File: src/rtl/i2c_bit_pkg.sv
package i2c_bit_pkg;

  typedef enum logic [2:0] {
    OP_RECOVER = 3'd0,
    OP_START   = 3'd1,
    OP_STOP    = 3'd2,
    OP_WRITE   = 3'd3,
    OP_READ    = 3'd4
  } op_e;

  localparam logic [2:0] OP_MAX = 3'd4;

  typedef enum logic [1:0] {
    SCL_KEEP,
    SCL_LOW,
    SCL_REL
  } sclAct_e;

  typedef enum logic [2:0] {
    SDA_KEEP,
    SDA_LOW,
    SDA_REL,
    SDA_TX,
    SDA_ACK
  } sdaAct_e;

  typedef struct packed {
    logic    releaseAll;
    logic    loadCmd;
    sclAct_e sclAct;
    sdaAct_e sdaAct;
    logic    shiftTx;
    logic    sampleRx;
    logic    sampleAck;
  } strobe_t;

endpackage

File: src/rtl/i2c_unit_timer.sv
module i2c_unit_timer #(
  parameter int DIV_W = 16
) (
  input  logic             clk,
  input  logic             rstN,
  input  logic             run,
  input  logic [DIV_W-1:0] divisor,
  output logic             tick
);

  logic [DIV_W-1:0] count;

  assign tick = run && (count >= divisor);

  always_ff @(posedge clk or negedge rstN) begin
    if (!rstN) begin
      count <= '0;
    end else if (!run || tick) begin
      count <= '0;
    end else begin
      count <= count + 1'b1;
    end
  end

endmodule

File: src/rtl/i2c_bit_ctrl.sv
module i2c_bit_ctrl
  import i2c_bit_pkg::*;
#(
  parameter int DATA_W         = 8,
  parameter int RECOVER_PULSES = 9
) (
  input  logic       clk,
  input  logic       rstN,
  input  logic       cmdValid,
  input  logic [2:0] cmdOp,
  input  logic       tick,
  output logic       ready,
  output logic       done,
  output strobe_t    strobe
);

  localparam int MAX_COUNT = (DATA_W > RECOVER_PULSES) ? DATA_W : RECOVER_PULSES;
  localparam int CNT_W     = $clog2(MAX_COUNT);
  localparam logic [CNT_W-1:0] LAST_BIT   = CNT_W'(DATA_W - 1);
  localparam logic [CNT_W-1:0] LAST_PULSE = CNT_W'(RECOVER_PULSES - 1);

  typedef enum logic [2:0] {
    ST_IDLE,
    ST_START,
    ST_STOP,
    ST_WBIT,
    ST_WACK,
    ST_RBIT,
    ST_RACK,
    ST_PULSE
  } state_e;

  state_e           state;
  logic [2:0]       phase;
  logic [2:0]       lastPhase;
  logic [CNT_W-1:0] bitCnt;
  logic             accept;
  logic             unitEnd;
  logic             lastUnit;

  assign ready   = (state == ST_IDLE);
  assign accept  = cmdValid && ready && (cmdOp <= OP_MAX);
  assign unitEnd = tick && (phase == lastPhase);

  always_comb begin
    case (state)
      ST_WACK, ST_RACK: lastPhase = 3'd4;
      ST_RBIT:          lastPhase = 3'd2;
      default:          lastPhase = 3'd3;
    endcase
  end

  always_comb begin
    case (state)
      ST_START, ST_STOP, ST_WACK, ST_RACK: lastUnit = unitEnd;
      default:                             lastUnit = 1'b0;
    endcase
  end

  always_ff @(posedge clk or negedge rstN) begin
    if (!rstN) begin
      state  <= ST_IDLE;
      phase  <= '0;
      bitCnt <= '0;
      done   <= 1'b0;
    end else begin
      done <= lastUnit;
      if (accept) begin
        phase  <= '0;
        bitCnt <= '0;
        case (op_e'(cmdOp))
          OP_RECOVER: state <= ST_PULSE;
          OP_START:   state <= ST_START;
          OP_STOP:    state <= ST_STOP;
          OP_WRITE:   state <= ST_WBIT;
          default:    state <= ST_RBIT;
        endcase
      end else if (tick) begin
        if (!unitEnd) begin
          phase <= phase + 1'b1;
        end else begin
          phase <= '0;
          case (state)
            ST_WBIT: begin
              bitCnt <= bitCnt + 1'b1;
              if (bitCnt == LAST_BIT) begin
                state  <= ST_WACK;
                bitCnt <= '0;
              end
            end
            ST_RBIT: begin
              bitCnt <= bitCnt + 1'b1;
              if (bitCnt == LAST_BIT) begin
                state  <= ST_RACK;
                bitCnt <= '0;
              end
            end
            ST_PULSE: begin
              bitCnt <= bitCnt + 1'b1;
              if (bitCnt == LAST_PULSE) begin
                state  <= ST_STOP;
                bitCnt <= '0;
              end
            end
            default: state <= ST_IDLE;
          endcase
        end
      end
    end
  end

  // Line levels held for the current unit, plus sample and shift strobes at its end
  always_comb begin
    strobe            = '0;
    strobe.sclAct     = SCL_KEEP;
    strobe.sdaAct     = SDA_KEEP;
    strobe.loadCmd    = accept;
    strobe.releaseAll = accept && (cmdOp == OP_RECOVER);
    case (state)
      ST_START: begin
        case (phase)
          3'd0:    ;
          3'd1:    strobe.sdaAct = SDA_REL;
          3'd2:    begin strobe.sclAct = SCL_REL; strobe.sdaAct = SDA_REL; end
          default: begin strobe.sclAct = SCL_REL; strobe.sdaAct = SDA_LOW; end
        endcase
      end
      ST_STOP: begin
        case (phase)
          3'd0:    strobe.sclAct = SCL_LOW;
          3'd1:    begin strobe.sclAct = SCL_LOW; strobe.sdaAct = SDA_LOW; end
          3'd2:    begin strobe.sclAct = SCL_REL; strobe.sdaAct = SDA_LOW; end
          default: begin strobe.sclAct = SCL_REL; strobe.sdaAct = SDA_REL; end
        endcase
      end
      ST_WBIT: begin
        case (phase)
          3'd0:    strobe.sclAct = SCL_LOW;
          3'd1:    begin strobe.sclAct = SCL_LOW; strobe.sdaAct = SDA_TX; end
          default: begin strobe.sclAct = SCL_REL; strobe.sdaAct = SDA_TX; end
        endcase
        strobe.shiftTx = unitEnd;
      end
      ST_WACK: begin
        case (phase)
          3'd0:       strobe.sclAct = SCL_LOW;
          3'd2, 3'd3: begin strobe.sclAct = SCL_REL; strobe.sdaAct = SDA_REL; end
          default:    begin strobe.sclAct = SCL_LOW; strobe.sdaAct = SDA_REL; end
        endcase
        strobe.sampleAck = tick && (phase == 3'd3);
      end
      ST_RBIT: begin
        strobe.sdaAct   = SDA_REL;
        strobe.sclAct   = (phase == 3'd0) ? SCL_LOW : SCL_REL;
        strobe.sampleRx = tick && (phase == 3'd1);
      end
      ST_RACK: begin
        case (phase)
          3'd0:       strobe.sclAct = SCL_LOW;
          3'd2, 3'd3: begin strobe.sclAct = SCL_REL; strobe.sdaAct = SDA_ACK; end
          default:    begin strobe.sclAct = SCL_LOW; strobe.sdaAct = SDA_ACK; end
        endcase
      end
      ST_PULSE: begin
        strobe.sdaAct = SDA_REL;
        strobe.sclAct = (phase < 3'd2) ? SCL_LOW : SCL_REL;
      end
      default: ;
    endcase
  end

endmodule

File: src/rtl/i2c_bit_datapath.sv
module i2c_bit_datapath
  import i2c_bit_pkg::*;
#(
  parameter int DATA_W = 8
) (
  input  logic              clk,
  input  logic              rstN,
  input  strobe_t           strobe,
  input  logic [DATA_W-1:0] cmdData,
  input  logic              cmdAck,
  input  logic              sdaIn,
  output logic              sclOe,
  output logic              sdaOe,
  output logic [DATA_W-1:0] rxData,
  output logic              ackBit
);

  logic              sclRel;
  logic              sdaRel;
  logic [1:0]        sdaSync;
  logic [DATA_W-1:0] txShift;
  logic [DATA_W-1:0] rxShift;
  logic              ackLevel;
  logic              ackSample;

  assign sclOe  = !sclRel;
  assign sdaOe  = !sdaRel;
  assign rxData = rxShift;
  assign ackBit = ackSample;

  always_ff @(posedge clk or negedge rstN) begin
    if (!rstN) begin
      sdaSync <= 2'b11;
    end else begin
      sdaSync <= {sdaSync[0], sdaIn};
    end
  end

  always_ff @(posedge clk or negedge rstN) begin
    if (!rstN) begin
      sclRel <= 1'b1;
      sdaRel <= 1'b1;
    end else if (strobe.releaseAll) begin
      sclRel <= 1'b1;
      sdaRel <= 1'b1;
    end else begin
      case (strobe.sclAct)
        SCL_LOW: sclRel <= 1'b0;
        SCL_REL: sclRel <= 1'b1;
        default: ;
      endcase
      case (strobe.sdaAct)
        SDA_LOW: sdaRel <= 1'b0;
        SDA_REL: sdaRel <= 1'b1;
        SDA_TX:  sdaRel <= txShift[DATA_W-1];
        SDA_ACK: sdaRel <= ackLevel;
        default: ;
      endcase
    end
  end

  always_ff @(posedge clk or negedge rstN) begin
    if (!rstN) begin
      txShift   <= '0;
      rxShift   <= '0;
      ackLevel  <= 1'b1;
      ackSample <= 1'b0;
    end else begin
      if (strobe.loadCmd) begin
        txShift  <= cmdData;
        ackLevel <= cmdAck;
      end else if (strobe.shiftTx) begin
        txShift <= {txShift[DATA_W-2:0], 1'b0};
      end
      if (strobe.sampleRx) begin
        rxShift <= {rxShift[DATA_W-2:0], sdaSync[1]};
      end
      if (strobe.sampleAck) begin
        ackSample <= sdaSync[1];
      end
    end
  end

endmodule

File: src/rtl/i2c_bit_engine.sv
module i2c_bit_engine
  import i2c_bit_pkg::*;
#(
  parameter int DIV_W          = 16,
  parameter int DATA_W         = 8,
  parameter int RECOVER_PULSES = 9
) (
  input  logic              clk,
  input  logic              rstN,
  input  logic [DIV_W-1:0]  divisor,
  input  logic              cmdValid,
  input  logic [2:0]        cmdOp,
  input  logic [DATA_W-1:0] cmdData,
  input  logic              cmdAck,
  input  logic              sdaIn,
  output logic              sclOe,
  output logic              sdaOe,
  output logic              ready,
  output logic              done,
  output logic [DATA_W-1:0] rxData,
  output logic              ackBit
);

  strobe_t strobe;
  logic    tick;

  i2c_unit_timer #(.DIV_W(DIV_W)) u_timer (
    .clk     (clk),
    .rstN    (rstN),
    .run     (!ready),
    .divisor (divisor),
    .tick    (tick)
  );

  i2c_bit_ctrl #(.DATA_W(DATA_W), .RECOVER_PULSES(RECOVER_PULSES)) u_ctrl (
    .clk      (clk),
    .rstN     (rstN),
    .cmdValid (cmdValid),
    .cmdOp    (cmdOp),
    .tick     (tick),
    .ready    (ready),
    .done     (done),
    .strobe   (strobe)
  );

  i2c_bit_datapath #(.DATA_W(DATA_W)) u_dp (
    .clk     (clk),
    .rstN    (rstN),
    .strobe  (strobe),
    .cmdData (cmdData),
    .cmdAck  (cmdAck),
    .sdaIn   (sdaIn),
    .sclOe   (sclOe),
    .sdaOe   (sdaOe),
    .rxData  (rxData),
    .ackBit  (ackBit)
  );

endmodule

File: config.mk
export PLATFORM = sky130hd
export DESIGN_NAME = i2c_bit_engine
export DESIGN_NICKNAME = d
export VERILOG_FILES = /design/src/rtl/i2c_bit_pkg.sv /design/src/rtl/i2c_unit_timer.sv /design/src/rtl/i2c_bit_ctrl.sv /design/src/rtl/i2c_bit_datapath.sv /design/src/rtl/i2c_bit_engine.sv
export SDC_FILE = /design/constraint.sdc
export NUM_CORES = 1
export LEC_CHECK = 0
export BUFFER_PORTS_ARGS = -buffer_cell sky130_fd_sc_hd__clkbuf_2
export CAP_MARGIN = 10
export CORE_MARGIN = 5
export CORE_UTILIZATION = 55
export CTS_BUF_LIST = sky130_fd_sc_hd__clkbuf_2 sky130_fd_sc_hd__clkbuf_4 sky130_fd_sc_hd__clkbuf_8
export CTS_CLUSTER_DIAMETER = 40
export DETAILED_ROUTE_END_ITERATION = 6
export PLACE_DENSITY = 0.73
export SLEW_MARGIN = 20
export SYNTH_ARGS = -nofsm -noshare
export SYNTH_HDL_FRONTEND = slang
export SYNTH_HIERARCHICAL = 1
export SYNTH_SLANG_ARGS = --single-unit
File: constraint.sdc
create_clock -name clk -period 4.9 [get_ports clk]
set_input_delay 0.245 -clock clk [delete_from_list [all_inputs] [get_ports clk]]
set_output_delay 0.245 -clock clk [all_outputs]
set_load 0.02 [all_outputs]
==> results of run 1 <==
-- metal layers --
layer  wire (um)  up-vias
li1            -     1270
met1        2810     1148
met2        3070       41
met3         253        5
met4          71        0
met5           0        -
-- cell type report --
class | count | area, sq um
fillers | 485 | 2040
multi-input cells | 245 | 1760
flip-flops and latches | 49 | 1230
repair buffers | 47 | 245
inverters | 31 | 116
well taps | 72 | 90.1
clock buffers | 6 | 76.3
clock inverters | 2 | 13.8
-- sequential cells by signal, indices dropped and copies added, names as in the netlist --
name           count
u_dp/rxData        8
u_timer/count     16
u_dp/sdaSync       2
u_dp/ackBit        1
u_dp/sclRel        1
u_ctrl/done        1
u_ctrl/state       3
u_dp/ackLevel      1
u_ctrl/bitCnt      4
u_ctrl/phase       3
u_dp/sdaRel        1
u_dp/txShift       8
-- critical path: cells and delay by family (launching register included) --
family          cells  cell delay [ps]
fa+ha+maj           1              330
buf+inv             1              200
flops               1              430
simple gates        5             1350
compound gates      1              180
mux                 1              420
-- worst max path at each step --
stage	from	to	slack, ps	cells after the start
after floorplan	u_timer/count[13]	u_dp/rxData[0]	2330	10
after global placement	u_timer/count[13]	u_dp/rxData[4]	1930	9
after detailed placement	u_timer/count[13]	u_dp/rxData[5]	1860	9
after CTS	u_timer/count[13]	u_dp/rxData[5]	1830	9
after global routing	u_timer/count[13]	u_dp/rxData[5]	1630	9
final	u_timer/count[13]	u_dp/rxData[5]	1870	9
-- power groups by stage --
stage / combinational, mW / sequential (mW) / clock (mW)
detailed placement: 0.134 / 0.478 / 0
global placement: 0.130 / 0.478 / 0
floorplan: 0.0934 / 0.469 / 0
CTS: 0.135 / 0.471 / 0.253
finish: 0.133 / 0.472 / 0.243
global route: 0.154 / 0.477 / 0.275
-- stage by stage --
stage,cells,utilization
6_report,452,0.635
5_1_grt,452,0.635
4_1_cts,451,0.633
3_5_place_dp,443,0.617
3_3_place_gp,443,0.617
2_1_floorplan,340,-
-- Yosys cell counts, drive strengths merged, types with 2 or more instances --
cell / instances / area [sq um]
a211oi: 2 / 15.0
a21oi: 18 / 93.8
a311oi: 2 / 17.5
a31oi: 4 / 25.0
and3: 6 / 37.5
and3b: 3 / 26.3
and4: 4 / 35.0
buf: 12 / 81.3
clkbuf: 3 / 12.5
dfrtp: 44 / 1100
dfstp: 5 / 131
ha: 24 / 300
inv: 31 / 116
mux2: 10 / 113
mux2i: 8 / 80.1
nand2: 29 / 109
nand2b: 6 / 37.5
nand3: 19 / 95.1
nand3b: 2 / 15.0
nand4: 9 / 77.6
nor2: 27 / 126
nor2b: 4 / 25.0
nor3: 6 / 30.0
nor3b: 2 / 20.0
nor4: 2 / 25.0
o211ai: 4 / 35.0
o21ai: 18 / 105
o22ai: 2 / 12.5
or3: 2 / 17.5
xnor2: 3 / 26.3
xor2: 12 / 105
-- kinds of logic (layout without fill, tap and decap cells) --
family,after synthesis,after routing,share of synthesized area
simple gates,127,127,0.228
compound gates,61,61,0.127
fa+ha+maj,24,24,0.0936
buf+inv,46,86,0.0655
flops,49,49,0.384
xor+xnor,15,15,0.0410
mux,18,18,0.0601
==> results.py, run 1 <==
metrics = {
    "cells_and_area": {
        "area_growth_syn_to_layout_pct": 10.3,
        "antenna_cells": 0,
        "nets": 435,
        "stdcell_area_sq_um": 3540,
        "mostFrequentLayoutCells": "clkbuf_2, dfrtp_1, inv_1, nand2_1, ha_1",
        "layout-drive-gt1-share": 0.247,
    },
    "sta": {
        "final-max-slew-violation-count": 0,
        "min_period_ps": 3030,
        "finalHoldViolations": 0,
        "timing.setup.tns_ps": 0,
        "max_freq_ghz": 0.330,
        "rsz0062_at_grt": "false",
        "tightestPinTransition_ps": 994,
        "hold-worst-slack_ps": 15.8,
        "layout_setup_ws_ps": 1870,
        "timing.clock.skew_ps": 5.16,
        "final_min_period_over_clock_period": 0.618,
        "setup-violations-final": 0,
        "relSlewSlack": 0.332,
    },
    "flow_run": {
        "drv_cap": 0,
    },
    "yosys": {
        "synthesis.yosys.warnings": 6,
        "synth-seq-area-share": 0.384,
        "syn_avg_cell_area_sq_um": 9.43,
        "synth.lib_cells_used.distinct": 62,
        "post_syn_nets": 396,
        "synth_enable_flop_cells": 0,
        "synthCells": 340,
        "syn_area_sq_um": 3210,
        "synth_async_sr_flop_share": 1.00,
        "synth-seq-cells": 49,
        "predominant_post_synthesis_flop_cell": "dfrtp_1",
    },
    "placed_design": {
        "finalWeightedCongestion": 0.819,
        "numPortBuffers": 44,
        "preCtsSetupSlack_ps": 1860,
        "placed_area_sq_um": 3440,
        "dpl.hpwl_um": 4560,
    },
    "clock_tree": {
        "ctsHoldBuffers": 0,
        "tritoncts_num_sinks": 49,
        "max-clock-path-buffers": 2,
        "tritoncts": "built",
        "clk_pin_slew_ps": 90,
        "htree_depth": 2,
        "cts_setup_buffers": 0,
        "worst_skew_pair.late_latency_ps": 300,
        "clock_root_buffer_master": "clkbuf_8",
        "cts_inserted_buffers": 5,
        "cts_resized": 0,
    },
    "power": {
        "seq_power_share": 0.556,
        "power.share.combinational": 0.157,
        "switching_share": 0.283,
        "p_int_mw": 0.608,
        "power-per-cell-area_nw_per_um2": 240,
        "max-vdd-ir-drop_v": 0.000235,
        "total_leakage_power_nw": 1.74,
        "clock_power_share": 0.286,
        "power_switching_mw": 0.240,
        "post-layout-total-power_mw": 0.848,
    },
    "global_route": {
        "antenna_violations_before_repair": 0,
        "grt-busiest-layer": "met2",
        "use_met3": 0.0333,
        "grt_pass1_wl_um": 10800,
        "globalRouteTotalUtil": 0.179,
        "globalRouteMet1Util": 0.227,
        "grtUsageMet2": 0.305,
        "gr-total-overflow": 0,
        "grt_max_degree": 50,
        "vias_in_the_first_global_route": 2402,
    },
    "routing": {
        "route.detailed.vias_per_inst": 5.45,
        "via_count": 2464,
        "dr.first_iter.drc_count": 111,
        "postRouteAntennaNets": 0,
        "post_drt_wl_per_cell_um": 13.7,
        "wirelength_um": 6200,
        "post-route-drc-count": 0,
        "detail_route.first_pass.iterations": 4,
    },
    "critical_path": {
        "number_of_cells_on_the_worst_reg_to_reg_path": 9,
        "launch_instance_of_the_worst_register_to_register_path": "u_timer/count[13]",
        "type_of_destination_of_the_critical_path": "flop",
        "worstSetupStartpointType": "flop",
        "max_stage_delay_ps": 760,
        "crit_top_cell": "nor3_1",
        "regToRegEndpoint": "u_dp/rxData[5]",
        "critical_path.cell_chain": "ha_1, nand4_1, nor3_1, nor4_2, a31oi_1, buf_4, nand3_1, nor3_1, mux2_2",
        "crit_type": "flop to flop",
        "timing.reg2reg.setup_slack_ps": 1870,
        "worst-endpoint-required_ps": 5090,
        "worstPathArrival_ps": 3220,
        "worstPathMaxFanout": 12,
        "cp_slowest_cell": "nor3_1",
    },
    "floorplanning": {
        "fp.dieW_um": 86.4,
        "floorplan.initialDensity": 0.575,
        "fp.dieArea_sq_um": 7460,
        "io_pins": 45,
        "design.core.area_sq_um": 5570,
        "floorplan.die.height_um": 86.4,
        "rows": 27,
    },
    "outcome": {
        "status": "finished, final reports clean",
    },
    "hold_path": {
        "hp-class": "primary input to asynchronous set/reset pin",
    },
}
Note: power is estimated with default switching activity, not from simulation.
==> inputs of run 2 (changes only) <==
clock period = 2.92 ns   (was 4.9 ns; I/O delays follow)
==> run 2 against run 1 <==
Clock skew is 3.2 ps higher. Non-clock buffer count is 8 higher. Core utilization up 1.8 points. Sequential share of layout area shrank 0.93 points. Sequential power grew 68%. Highest routed layer unchanged.
==> results.py, run 2 (synthesized netlist as in run 1, its figures left out) <==
metrics = {
    "sta": {
        "timing.clock.skew_ps": 8.32,
        "rsz0062_at_grt": "false",
        "final-max-slew-violation-count": 0,
        "tightestPinTransition_ps": 706,
        "max_freq_ghz": 0.368,
        "setup-violations-final": 0,
        "min_period_ps": 2720,
        "finalHoldViolations": 0,
        "relSlewSlack": 0.529,
        "final_min_period_over_clock_period": 0.931,
        "layout_setup_ws_ps": 201,
    },
    "global_route": {
        "globalRouteTotalUtil": 0.185,
        "gr-total-overflow": 0,
        "grt_max_degree": 28,
        "grt_pass1_wl_um": 11300,
        "vias_in_the_first_global_route": 2481,
        "antenna_violations_before_repair": 0,
    },
    "floorplanning": {
        "floorplan.die.height_um": 86.4,
        "fp.dieW_um": 86.4,
        "io_pins": 45,
        "design.core.area_sq_um": 5570,
        "floorplan.initialDensity": 0.575,
        "rows": 27,
        "fp.dieArea_sq_um": 7460,
    },
    "power": {
        "post-layout-total-power_mw": 1.52,
        "total_leakage_power_nw": 1.79,
        "power-per-cell-area_nw_per_um2": 417,
        "max-vdd-ir-drop_v": 0.000360,
    },
    "critical_path": {
        "worstPathArrival_ps": 2880,
        "type_of_destination_of_the_critical_path": "flop",
        "max_stage_delay_ps": 430,
        "critical_path.cell_chain": "ha_1, nand4_1, nor3_2, nor4_2, a31oi_1, buf_4, o211ai_2, nand2_1, and3_4, mux2i_1, o21ai_0",
        "worstPathMaxFanout": 8,
        "worst-endpoint-required_ps": 3080,
        "worstSetupStartpointType": "flop",
        "crit_type": "flop to flop",
        "cp_slowest_cell": "dfrtp_1",
        "critical_path.n_buffers_inverters": 1,
        "path_delay_family": "simple AND/OR/NAND/NOR gates",
    },
    "placed_design": {
        "preCtsSetupSlack_ps": -36.8,
        "finalWeightedCongestion": 0.852,
        "numPortBuffers": 44,
        "dpl.hpwl_um": 4910,
    },
    "clock_tree": {
        "htree_depth": 2,
        "tritoncts": "built",
        "max-clock-path-buffers": 2,
        "worst_skew_pair.late_latency_ps": 310,
        "cts_inserted_buffers": 5,
        "tritoncts_num_sinks": 49,
        "clock_root_buffer_master": "clkbuf_8",
        "clk_pin_slew_ps": 100,
    },
    "outcome": {
        "status": "finished, final reports clean",
    },
    "routing": {
        "postRouteAntennaNets": 0,
        "wirelength_um": 6700,
        "post-route-drc-count": 0,
        "detail_route.first_pass.iterations": 4,
        "post_drt_wl_per_cell_um": 14.6,
        "via_count": 2546,
        "dr.first_iter.drc_count": 160,
        "route.detailed.vias_per_inst": 5.53,
    },
    "cells_and_area": {
        "nets": 443,
        "layout-drive-gt1-share": 0.268,
        "register_area_sq_um": 1230,
        "mostFrequentLayoutCells": "clkbuf_2, dfrtp_1, inv_1, nand2_1, ha_1",
        "largest_reg_flops": 16,
        "area_of_combinational_cells_with_multiple_inputs_sq_um": 1780,
        "fillCellCount": 474,
        "antenna_cells": 0,
        "area_growth_syn_to_layout_pct": 13.4,
        "registers.top_by_ff_count": "u_timer/count",
    },
    "flow_run": {
        "drv_cap": 0,
    },
    "hold_path": {
        "hp-class": "primary input to flop",
    },
}
-- run 2: cell types whose count changed in the layout (fill, tap and decap cells not counted) --
cell and change:
nor3_2 +1, bufinv_16 +1, nor3_1 -1, buf_4 +7, and3_1 -1, dlygate4sd3_1 +1
nor2_1 -1, and3_4 +1, nor2_2 +1, clkbuf_4 -1
-- run 2: layout make-up --
| cell class | count | area share |
|---|---|---|
| Tap cell | 72 | 0.0248 |
| Sequential cell | 49 | 0.339 |
| Timing Repair Buffer | 55 | 0.0847 |
| Clock inverter | 3 | 0.0120 |
| Multi-Input combinational cell | 245 | 0.489 |
| Inverter | 31 | 0.0320 |
| Clock buffer | 5 | 0.0189 |
-- run 2: timing repair --
| item | in CTS | in global routing |
|---|---|---|
| resized for setup | 1 | 3 |
| endpoints found under the hold margin | 24 | 0 |
| setup buffers | 0 | 2 |
| setup endpoints to repair | 4 | 7 |
| hold buffers | 2 | 0 |
-- run 2: layer usage --
layer / GRT usage / vias up / routed length (um)
met5: 0 / - / 0
met4: 0.0467 / 0 / 80
met2: 0.323 / 48 / 3380
met1: 0.236 / 1198 / 2960
li1: - / 1292 / -
met3: 0.0342 / 8 / 281
-- run 2: worst paths after layout --
kind	from	end	slack [ps]	cells past startpoint
worst min register to register	u_dp/sdaSync[0]	u_dp/sdaSync[1]	360	0
min in group asynchronous	rstN	u_timer/count[9]	410	2
worst max register to register	u_timer/count[13]	u_dp/txShift[3]	200	11
worst min-delay path	cmdData[6]	u_dp/txShift[6]	40	3
max in group asynchronous	rstN	u_dp/sdaSync[1]	1700	3
worst max-delay path	u_timer/count[13]	u_dp/txShift[3]	200	11
-- run 2: power breakdown --
part | switching (mW) | internal [mW] | leakage, nW
registers | 0.0639 | 0.731 | 0.626
logic | 0.117 | 0.110 | 1.10
clock network | 0.238 | 0.257 | 0.0585
total | 0.419 | 1.10 | 1.79
-- run 2: worst register-to-register path, cell delays in order, from the launching register on --
cell	delay, ps
dfrtp_1	430
ha_1	330
nand4_1	200
nor3_2	240
nor4_2	90
a31oi_1	230
buf_4	180
o211ai_2	120
nand2_1	140
and3_4	290
mux2i_1	230
o21ai_0	110
-- run 2: through the flow --
step,instances,setup TNS (ps),area [sq um],hold slack (ps),util
2_1_floorplan,340,0,3210,-150,-
3_3_place_gp,448,0,3480,225,0.624
3_5_place_dp,448,-37.9,3480,241,0.624
4_1_cts,458,0,3610,34.6,0.648
5_1_grt,460,0,3640,44.4,0.652
6_report,460,0,3640,41.1,0.652
